$ cat src/rtl/jsg_pkg.sv
`timescale 1ns/1ps
package jsg_pkg;
    typedef enum logic [0:0] {
        ST_IDLE = 1'b0,
        ST_RUN  = 1'b1
    } jsg_state_e;
endpackage

$ cat src/rtl/jsg_edge_sync.sv
`timescale 1ns/1ps
// Brings the slow clock into the fast domain and marks its rising edges.
module jsg_edge_sync #(
    parameter int STAGES = 2
) (
    input  logic clk,
    input  logic rst,
    input  logic slow_i,
    output logic rise_o
);
    typedef struct packed {
        logic [STAGES-1:0] chain;
        logic              prev;
    } sync_t;

    sync_t sy_d, sy_q;

    always_comb begin
        sy_d       = sy_q;
        sy_d.chain = {sy_q.chain[STAGES-2:0], slow_i};
        sy_d.prev  = sy_q.chain[STAGES-1];
        rise_o     = sy_q.chain[STAGES-1] & ~sy_q.prev;
    end

    always_ff @(posedge clk) begin
        if (rst) sy_q <= '0;
        else     sy_q <= sy_d;
    end

    // A rising edge produces exactly one strobe cycle
    assert_single_strobe_R3: assert property (@(posedge clk) disable iff (rst)
        rise_o |=> !rise_o);
endmodule

$ cat src/rtl/jsg_free_counter.sv
`timescale 1ns/1ps
// Free-running counter in the fast domain; only its LSB leaves the module.
module jsg_free_counter #(
    parameter int CNT_W = 16
) (
    input  logic clk,
    input  logic rst,
    output logic lsb_o
);
    logic [CNT_W-1:0] cnt_d, cnt_q;

    always_comb begin
        cnt_d = cnt_q + CNT_W'(1);
        lsb_o = cnt_q[0];
    end

    always_ff @(posedge clk) begin
        if (rst) cnt_q <= '0;
        else     cnt_q <= cnt_d;
    end

    // Counter steps by one every cycle and wraps
    assert_count_step_R2: assert property (@(posedge clk) disable iff (rst)
        1'b1 |=> (cnt_q == $past(cnt_q) + CNT_W'(1)));

    // LSB toggles each cycle
    assert_lsb_toggle_R2: assert property (@(posedge clk) disable iff (rst)
        1'b1 |=> (lsb_o != $past(lsb_o)));
endmodule

$ cat src/rtl/jsg_vote.sv
`timescale 1ns/1ps
// Collects a fixed number of raw samples and decides one bit by majority.
module jsg_vote #(
    parameter int VOTES = 5
) (
    input  logic clk,
    input  logic rst,
    input  logic clear_i,
    input  logic take_i,
    input  logic sample_i,
    output logic decided_o,
    output logic bit_o
);
    localparam int VOTE_W = $clog2(VOTES + 1);
    localparam int THRESH = VOTES / 2 + 1;

    typedef struct packed {
        logic [VOTE_W-1:0] seen;
        logic [VOTE_W-1:0] ones;
    } vote_t;

    vote_t vt_d, vt_q;
    logic [VOTE_W:0] ones_sum;
    logic            last_sample;

    always_comb begin
        vt_d        = vt_q;
        ones_sum    = {1'b0, vt_q.ones} + (VOTE_W+1)'(sample_i);
        last_sample = (vt_q.seen == VOTE_W'(VOTES - 1));
        decided_o   = take_i & last_sample;
        bit_o       = (ones_sum >= (VOTE_W+1)'(THRESH));
        if (clear_i) begin
            vt_d = '0;
        end else if (take_i) begin
            if (last_sample) begin
                vt_d = '0;
            end else begin
                vt_d.seen = vt_q.seen + VOTE_W'(1);
                vt_d.ones = ones_sum[VOTE_W-1:0];
            end
        end
    end

    always_ff @(posedge clk) begin
        if (rst) vt_q <= '0;
        else     vt_q <= vt_d;
    end

    // Ones can never exceed the number of samples seen so far
    assert_ones_bounded_R4: assert property (@(posedge clk) disable iff (rst)
        vt_q.ones <= vt_q.seen);

    // Sample count stays within one vote window
    assert_window_bounded_R4: assert property (@(posedge clk) disable iff (rst)
        vt_q.seen < VOTE_W'(VOTES));

    // Window restarts after a decision
    assert_window_restart_R4: assert property (@(posedge clk) disable iff (rst)
        decided_o |=> (vt_q.seen == '0 && vt_q.ones == '0));
endmodule

$ cat src/rtl/jitter_seed_gen.sv
`timescale 1ns/1ps
// Top: sequences a generation of SEED_W majority-voted jitter bits.
module jitter_seed_gen
    import jsg_pkg::*;
#(
    parameter int SEED_W      = 16,
    parameter int VOTES       = 5,
    parameter int CNT_W       = 16,
    parameter int SYNC_STAGES = 2
) (
    input  logic              clk,
    input  logic              rst,
    input  logic              slow_clk_i,
    input  logic              start_i,
    output logic              busy_o,
    output logic              done_o,
    output logic [SEED_W-1:0] seed_o
);
    localparam int BIT_W = (SEED_W > 1) ? $clog2(SEED_W) : 1;

    typedef struct packed {
        jsg_state_e        state;
        logic [SEED_W-1:0] seed;
        logic [BIT_W-1:0]  bitidx;
        logic              done;
    } top_t;

    top_t tp_d, tp_q;

    logic rise;
    logic raw_bit;
    logic take;
    logic vote_clear;
    logic decided;
    logic voted_bit;

    jsg_edge_sync #(.STAGES(SYNC_STAGES)) u_sync (
        .clk    (clk),
        .rst    (rst),
        .slow_i (slow_clk_i),
        .rise_o (rise)
    );

    jsg_free_counter #(.CNT_W(CNT_W)) u_cnt (
        .clk   (clk),
        .rst   (rst),
        .lsb_o (raw_bit)
    );

    jsg_vote #(.VOTES(VOTES)) u_vote (
        .clk       (clk),
        .rst       (rst),
        .clear_i   (vote_clear),
        .take_i    (take),
        .sample_i  (raw_bit),
        .decided_o (decided),
        .bit_o     (voted_bit)
    );

    always_comb begin
        tp_d       = tp_q;
        tp_d.done  = 1'b0;
        take       = rise && (tp_q.state == ST_RUN);
        vote_clear = start_i && (tp_q.state == ST_IDLE);
        unique case (tp_q.state)
            ST_IDLE: begin
                if (start_i) begin
                    tp_d.seed   = '0;
                    tp_d.bitidx = '0;
                    tp_d.state  = ST_RUN;
                end
            end
            ST_RUN: begin
                if (decided) begin
                    tp_d.seed = {tp_q.seed[SEED_W-2:0], voted_bit};
                    if (tp_q.bitidx == BIT_W'(SEED_W - 1)) begin
                        tp_d.state = ST_IDLE;
                        tp_d.done  = 1'b1;
                    end else begin
                        tp_d.bitidx = tp_q.bitidx + BIT_W'(1);
                    end
                end
            end
            default: tp_d.state = ST_IDLE;
        endcase
    end

    always_ff @(posedge clk) begin
        if (rst) tp_q <= '{state: ST_IDLE, seed: '0, bitidx: '0, done: 1'b0};
        else     tp_q <= tp_d;
    end

    assign busy_o = (tp_q.state == ST_RUN);
    assign done_o = tp_q.done;
    assign seed_o = tp_q.seed;

    // Start from idle opens a run with a cleared seed
    assert_start_clears_R6: assert property (@(posedge clk) disable iff (rst)
        (!busy_o && start_i) |=> (busy_o && seed_o == '0));

    // Start during a run does not end it early
    assert_start_ignored_R7: assert property (@(posedge clk) disable iff (rst)
        (busy_o && start_i && !decided) |=> busy_o);

    // Done is a single-cycle pulse and coincides with idle
    assert_done_pulse_R8: assert property (@(posedge clk) disable iff (rst)
        done_o |=> !done_o);
    assert_done_idle_R8: assert property (@(posedge clk) disable iff (rst)
        done_o |-> !busy_o);

    // Result holds while idle and not restarted
    assert_seed_hold_R8: assert property (@(posedge clk) disable iff (rst)
        (!busy_o && !start_i) |=> $stable(seed_o));

    // Seed only moves on a decision or a start
    assert_seed_moves_R5: assert property (@(posedge clk) disable iff (rst)
        (busy_o && !decided) |=> $stable(seed_o));

    // Bit index stays within the seed width
    assert_bitidx_range_R5: assert property (@(posedge clk) disable iff (rst)
        tp_q.bitidx <= BIT_W'(SEED_W - 1));
endmodule

$ cat config.mk
export PLATFORM = sky130hd
export DESIGN_NAME = jitter_seed_gen
export DESIGN_NICKNAME = d
export VERILOG_FILES = /design/src/rtl/jsg_pkg.sv /design/src/rtl/jsg_edge_sync.sv /design/src/rtl/jsg_free_counter.sv /design/src/rtl/jsg_vote.sv /design/src/rtl/jitter_seed_gen.sv
export SDC_FILE = /design/constraint.sdc
export NUM_CORES = 1
export LEC_CHECK = 0
export ABC_AREA = 1
export BUFFER_PORTS_ARGS = -buffer_cell sky130_fd_sc_hd__buf_2
export CAP_MARGIN = 20
export CORE_ASPECT_RATIO = 0.5
export CORE_UTILIZATION = 50
export CTS_BUF_LIST = sky130_fd_sc_hd__clkbuf_8
export CTS_CLUSTER_DIAMETER = 200
export DETAILED_ROUTE_END_ITERATION = 7
export PLACE_DENSITY_LB_ADDON = 0.08
export SETUP_SLACK_MARGIN = 0.4
export SYNTH_ARGS = -nofsm -noshare
export SYNTH_HDL_FRONTEND = slang
export SYNTH_SLANG_ARGS = --single-unit
export TNS_END_PERCENT = 10
$ cat constraint.sdc
create_clock -name clk -period 1.58 [get_ports clk]
set_clock_uncertainty 0.05 [all_clocks]
set_input_delay 0.158 -clock clk [delete_from_list [all_inputs] [get_ports clk]]
set_output_delay 0.158 -clock clk [all_outputs]
set_load 0.1 [all_outputs]
* After elaboration in Yosys (flattened, before gate mapping)
Cells that the tools add are included.
** Word-level totals
- Bits of input ports :: 4
- Memory bits (writable) :: 0
- Latch bits :: 0
- Flip-flop bits (word level) :: 47
- Logic and storage cells :: 37
- Memories kept :: 0
- ROM bits :: 0
- Output and inout bits :: 18
** Cells by class
- $lt $le $gt $ge :: 1
- Bitwise gates (word level) :: 5
- Reductions and logical operators :: 6
- Equality and inequality tests :: 5
- Add/subtract/negate cells :: 4
- Multiplexer cells :: 7
- $mul :: 0
- Shift operators :: 0
- Divide/modulo/power cells :: 0
** Operators by type and width (number)
- $pmux W21 S2 :: 1
- $mux W22 :: 1
- $mux W21 :: 1
- $add A16 B1 Y16 const B :: 1
- $mux W6 :: 1
- $add A3 B1 Y4 :: 1
- $add A4 B1 Y4 const B :: 1
- $eq A4 B4 Y1 const B :: 1
- $ge A4 B2 Y1 const B :: 1
- $mux W4 :: 1
- $ne A2 B2 Y1 const B :: 2
- $add A3 B1 Y3 const B :: 1
- $eq A3 B3 Y1 const B :: 1
- $not A1 Y1 :: 3
- $reduce_and A3 Y1 :: 1
- $reduce_or A3 Y1 :: 1
- $and A1 B1 Y1 :: 2
- $logic_and A1 B1 Y1 :: 2
- $mux W1 :: 2
- $ne A2 B1 Y1 const B :: 1
- $reduce_and A2 Y1 :: 1
- $reduce_or A2 Y1 :: 1

* Logic depth before layout (Yosys ltp)
- Depth after elaboration :: 6
- Mapped depth :: 9
- Gate-level depth less buffers :: 9

* Modules after synthesis
Synthesis repeated with hierarchy kept, for this count alone.
** Unflattened totals
- Cell total of the unflattened synthesis :: 188
- Area total of the unflattened synthesis :: 1468.9 µm²
** By module, submodules not included
- jitter_seed_gen :: area an instance 1027.2 µm², instances 1, sequential area each 440.4 µm², cells each 130
- jsg_vote :: area an instance 331.6 µm², instances 1, sequential area each 120.1 µm², cells each 46
- jsg_edge_sync :: area an instance 86.3 µm², instances 1, sequential area each 60.1 µm², cells each 10
- jsg_free_counter :: area an instance 23.8 µm², instances 1, sequential area each 20.0 µm², cells each 2

* Worst setup path before layout
No wires, ideal clock.
- Kind :: reg-to-reg
- Start point :: register tp_q (netlist bit busy_o)
- End point :: register tp_q (netlist bit seed_o[11])
- Stages on the path, launching flop included :: 7
- Clock period less this slack :: 1.899 ns
- Setup time :: 0.121 ns
- Path slack :: -0.319 ns
- Path buffers :: 1
- Data required time :: 1.409 ns
- Data arrival time :: 1.728 ns
- Path through :: dfxtp_1 nand2_1 nor2_2 nand2_2 nand2_4 buf_6 o22ai_2
** On the way
- Word-level cells in the longest chain between the ends :: 4
- Elaborated cells on any way between the ends :: 7
- Those cells by class :: eq/ne: 2; mux: 1; bitwise: 2; reduce/logical: 2
** Ends and longest elaborated chain
- start: declaration :: line jitter_seed_gen.sv:28 : top_t tp_d, tp_q;
- start signal: assignment :: line jitter_seed_gen.sv:89 : if (rst) tp_q <= '{state: ST_IDLE, seed: '0, bitidx: '0, done: 1'b0};
- start signal: assignment :: line jitter_seed_gen.sv:90 : else tp_q <= tp_d;
- $logic_and A1 B1 Y1 :: line jitter_seed_gen.sv:63 : take = rise && (tp_q.state == ST_RUN);
- $and A1 B1 Y1 :: line jsg_vote.sv:30 : decided_o = take_i & last_sample;
- $ne A2 B1 Y1 (no line)
- $reduce_and A2 Y1 (no line)
Several ways; a longest one is shown, not always the timed one.
A chain may end at the register's enable or synchronous reset.

* Worst setup path after layout
- Start point :: register tp_q (netlist bit seed_o[4])
- End point :: output port seed_o[4]
** RTL lines
- end: declaration :: line jitter_seed_gen.sv:17 : output logic [SEED_W-1:0] seed_o
No word-level cell between the ends.

==> flow_summary.ini <==
[status]
outcome = finished clean

[setup_path]
path_max_fanout = 2
cp-start-kind = flop
cp_top_family = buffers and inverters
cp_cell_sequence = buf_2
critPathBufInv = 1
crit_required_ps = 1370
end_kind = output port
max_stage_delay_ps = 430
critPathSlowestCell = buf_2
path_class = flop to output port
cp.arrival_ps = 1040

[layout]
final_cells = 220
layout-drive-gt1-share_pct = 42.1
multiInputGateArea_um2 = 749
num-fill-cells = 225
layout.nets = 192
final_common_cell = inv_1
final_core_utilization_pct = 66.9
syn_to_final_growth_pct = 22.0
insertedDiodeCount = 0
layout_common_cells = 28 x inv_1, 25 x dfxtp_1, 17 x buf_2
final-seq-area_um2 = 657
fin_area_um2 = 1820

[worst_hold_path]
min_path_type = input pin to flop

[placement]
placed_area_um2 = 1500
dpl.cell_count = 207
io_buffers = 21
hpwl_um = 1620
gp_congestion = 0.753

[power_and_ir_drop]
p_leak_nw = 0.699
cellPowerDensity_nw_per_um2 = 814
peakVddDrop_mv = 0.409

[grt]
grt_pass1_wl_um = 3930
track_usage_pct = 18.0
grt_max_degree = 16
antenna_found_initial = 0
grt.overflow.total = 0
grt_pass1_vias = 826

[logic_synthesis]
yosysTopAreaCell = dfxtp_1
synth_warnings = 0
ys_types = 26
yosys-top-cells-area = dfxtp_1 43%, buf_4 8.1%, inv_1 7.6%
seq_area_frac_synth_pct = 43.0
avgSynthCellArea_um2 = 8.87
synth_top_area_share_pct = 43.0
synth_cells = 168
syn_nets = 177
synth-seq-cells = 32
netlist_area_um2 = 1490

[routing]
drt-total-wl_um = 2550
remaining_drc_errors = 0
num_vias = 1013
viasPerCell = 4.60
post_drt_wl_per_cell_um = 11.6
ant_nets = 0
drt_iter0_markers = 35
dr.pass1.iters = 4

[cts]
cts.clk_slew.worst_paths_ps = 60
numCtsBuffers = 5
clock-sinks = 32
htree_levels = 2
cts_tree = yes
clock_path_buffers = 2
cts_root_buffer = clkbuf_8
clk_latency_ps = 280
ctsHoldBuffers = 0

[timing]
drv_slew = 0
tightest_slew_ps = 485
hold_slack_ps = 26.6
period_needed_ps = 1250
tns_ps = 0
max_freq_mhz = 800
slew_headroom_pct = 67.9
setup_violations = 0
hold_viol_final = 0
fin_crit_sh_pct = 79.1
rsz0062_at_grt = true

[floorplanning]
die_h_um = 40.6
coreArea_um2 = 2720
io_pins = 22
dieWidth_um = 79.2
die_area_um2 = 3220
start_util_pct = 54.9
rows = 13

[flow_run]
drv_cap = 0
-- kinds of logic after synthesis --
kind of cell	count (synthesis)	synth area share (%)
buffers and inverters	50	17.7
AND/OR/NAND/NOR	48	18.4
flip-flops	32	43.0
AO/OA/AOI/OAI	31	15.5
adder cells (fa/ha/maj)	5	4.20
XOR/XNOR	2	1.18
-- state kept, by name (all words and copies together), names as in the netlist --
register / flops
tp_q: 4
seed_o: 16
busy_o: 1
u_sync.sy_q: 1
u_cnt.cnt_q: 1
u_sync.sy_d: 2
done_o: 1
u_vote.vt_q: 6
-- synthesized netlist by cell type --
master and instances:
inv_2 1, o22ai_2 9, inv_1 30, nor2_4 1, nand2_1 16, nand2_4 2
nand3_4 1, o21ai_0 9, xor2_1 1, o22ai_1 3, nand3_1 8, nor2_8 1
nand2_2 3, nand3_2 1, dfxtp_1 32, buf_4 16, xnor2_1 1, nor2_2 6
ha_1 5, o21a_1 1, o211ai_1 1, nor2_1 8, buf_6 2, nand4_1 1
a21oi_1 8, buf_2 1
-- metal layers --
metal	GRT usage, %	wire [um]	up-vias
li1	-	-	547
met1	21.8	1310	441
met2	28.2	1090	20
met3	7.50	118	5
met4	9.09	38	0
met5	0	0	-
-- cell type report --
cell class / instances / share of cell area, %
clock inverters: 2 / 0.482
multi-input cells: 86 / 41.2
well taps: 37 / 2.55
inverters: 31 / 6.81
clock buffers: 5 / 3.79
repair buffers: 27 / 9.02
flip-flops and latches: 32 / 36.1
-- power breakdown --
part	switching (W)	total (W)	internal, W
clock network	0.000280	0.000572	0.000292
registers	0.00000871	0.000820	0.000811
logic	0.0000620	0.0000882	0.0000262
total	0.000350	0.00148	0.00113
-- path summary, 6_finish.rpt --
check                                    start             end  slack, ps  cells after the start
worst max-delay path                 seed_o[4]       seed_o[4]        330                      1
worst min-delay path                slow_clk_i  u_sync.sy_d[2]         30                      3
worst max register to register  u_vote.vt_q[0]       seed_o[0]        360                      6
worst min register to register  u_sync.sy_d[2]  u_sync.sy_d[0]        350                      2
-- what timing repair did --
| item | CTS | global route |
|---|---|---|
| endpoints found under the setup margin | 45 | 42 |
| buffers inserted | 4 | 2 |
| pin swaps | 6 | 7 |
| gates resized for setup | 28 | 19 |
-- metrics by stage --
stage | setup WS [ps] | power [W]
floorplan | 269 | 0.000899
global placement | 215 | 0.000908
detailed placement | 186 | 0.000908
CTS | 274 | 0.00149
global route | 288 | 0.00156
finish | 331 | 0.00148
(Power assumes the default switching activity.)
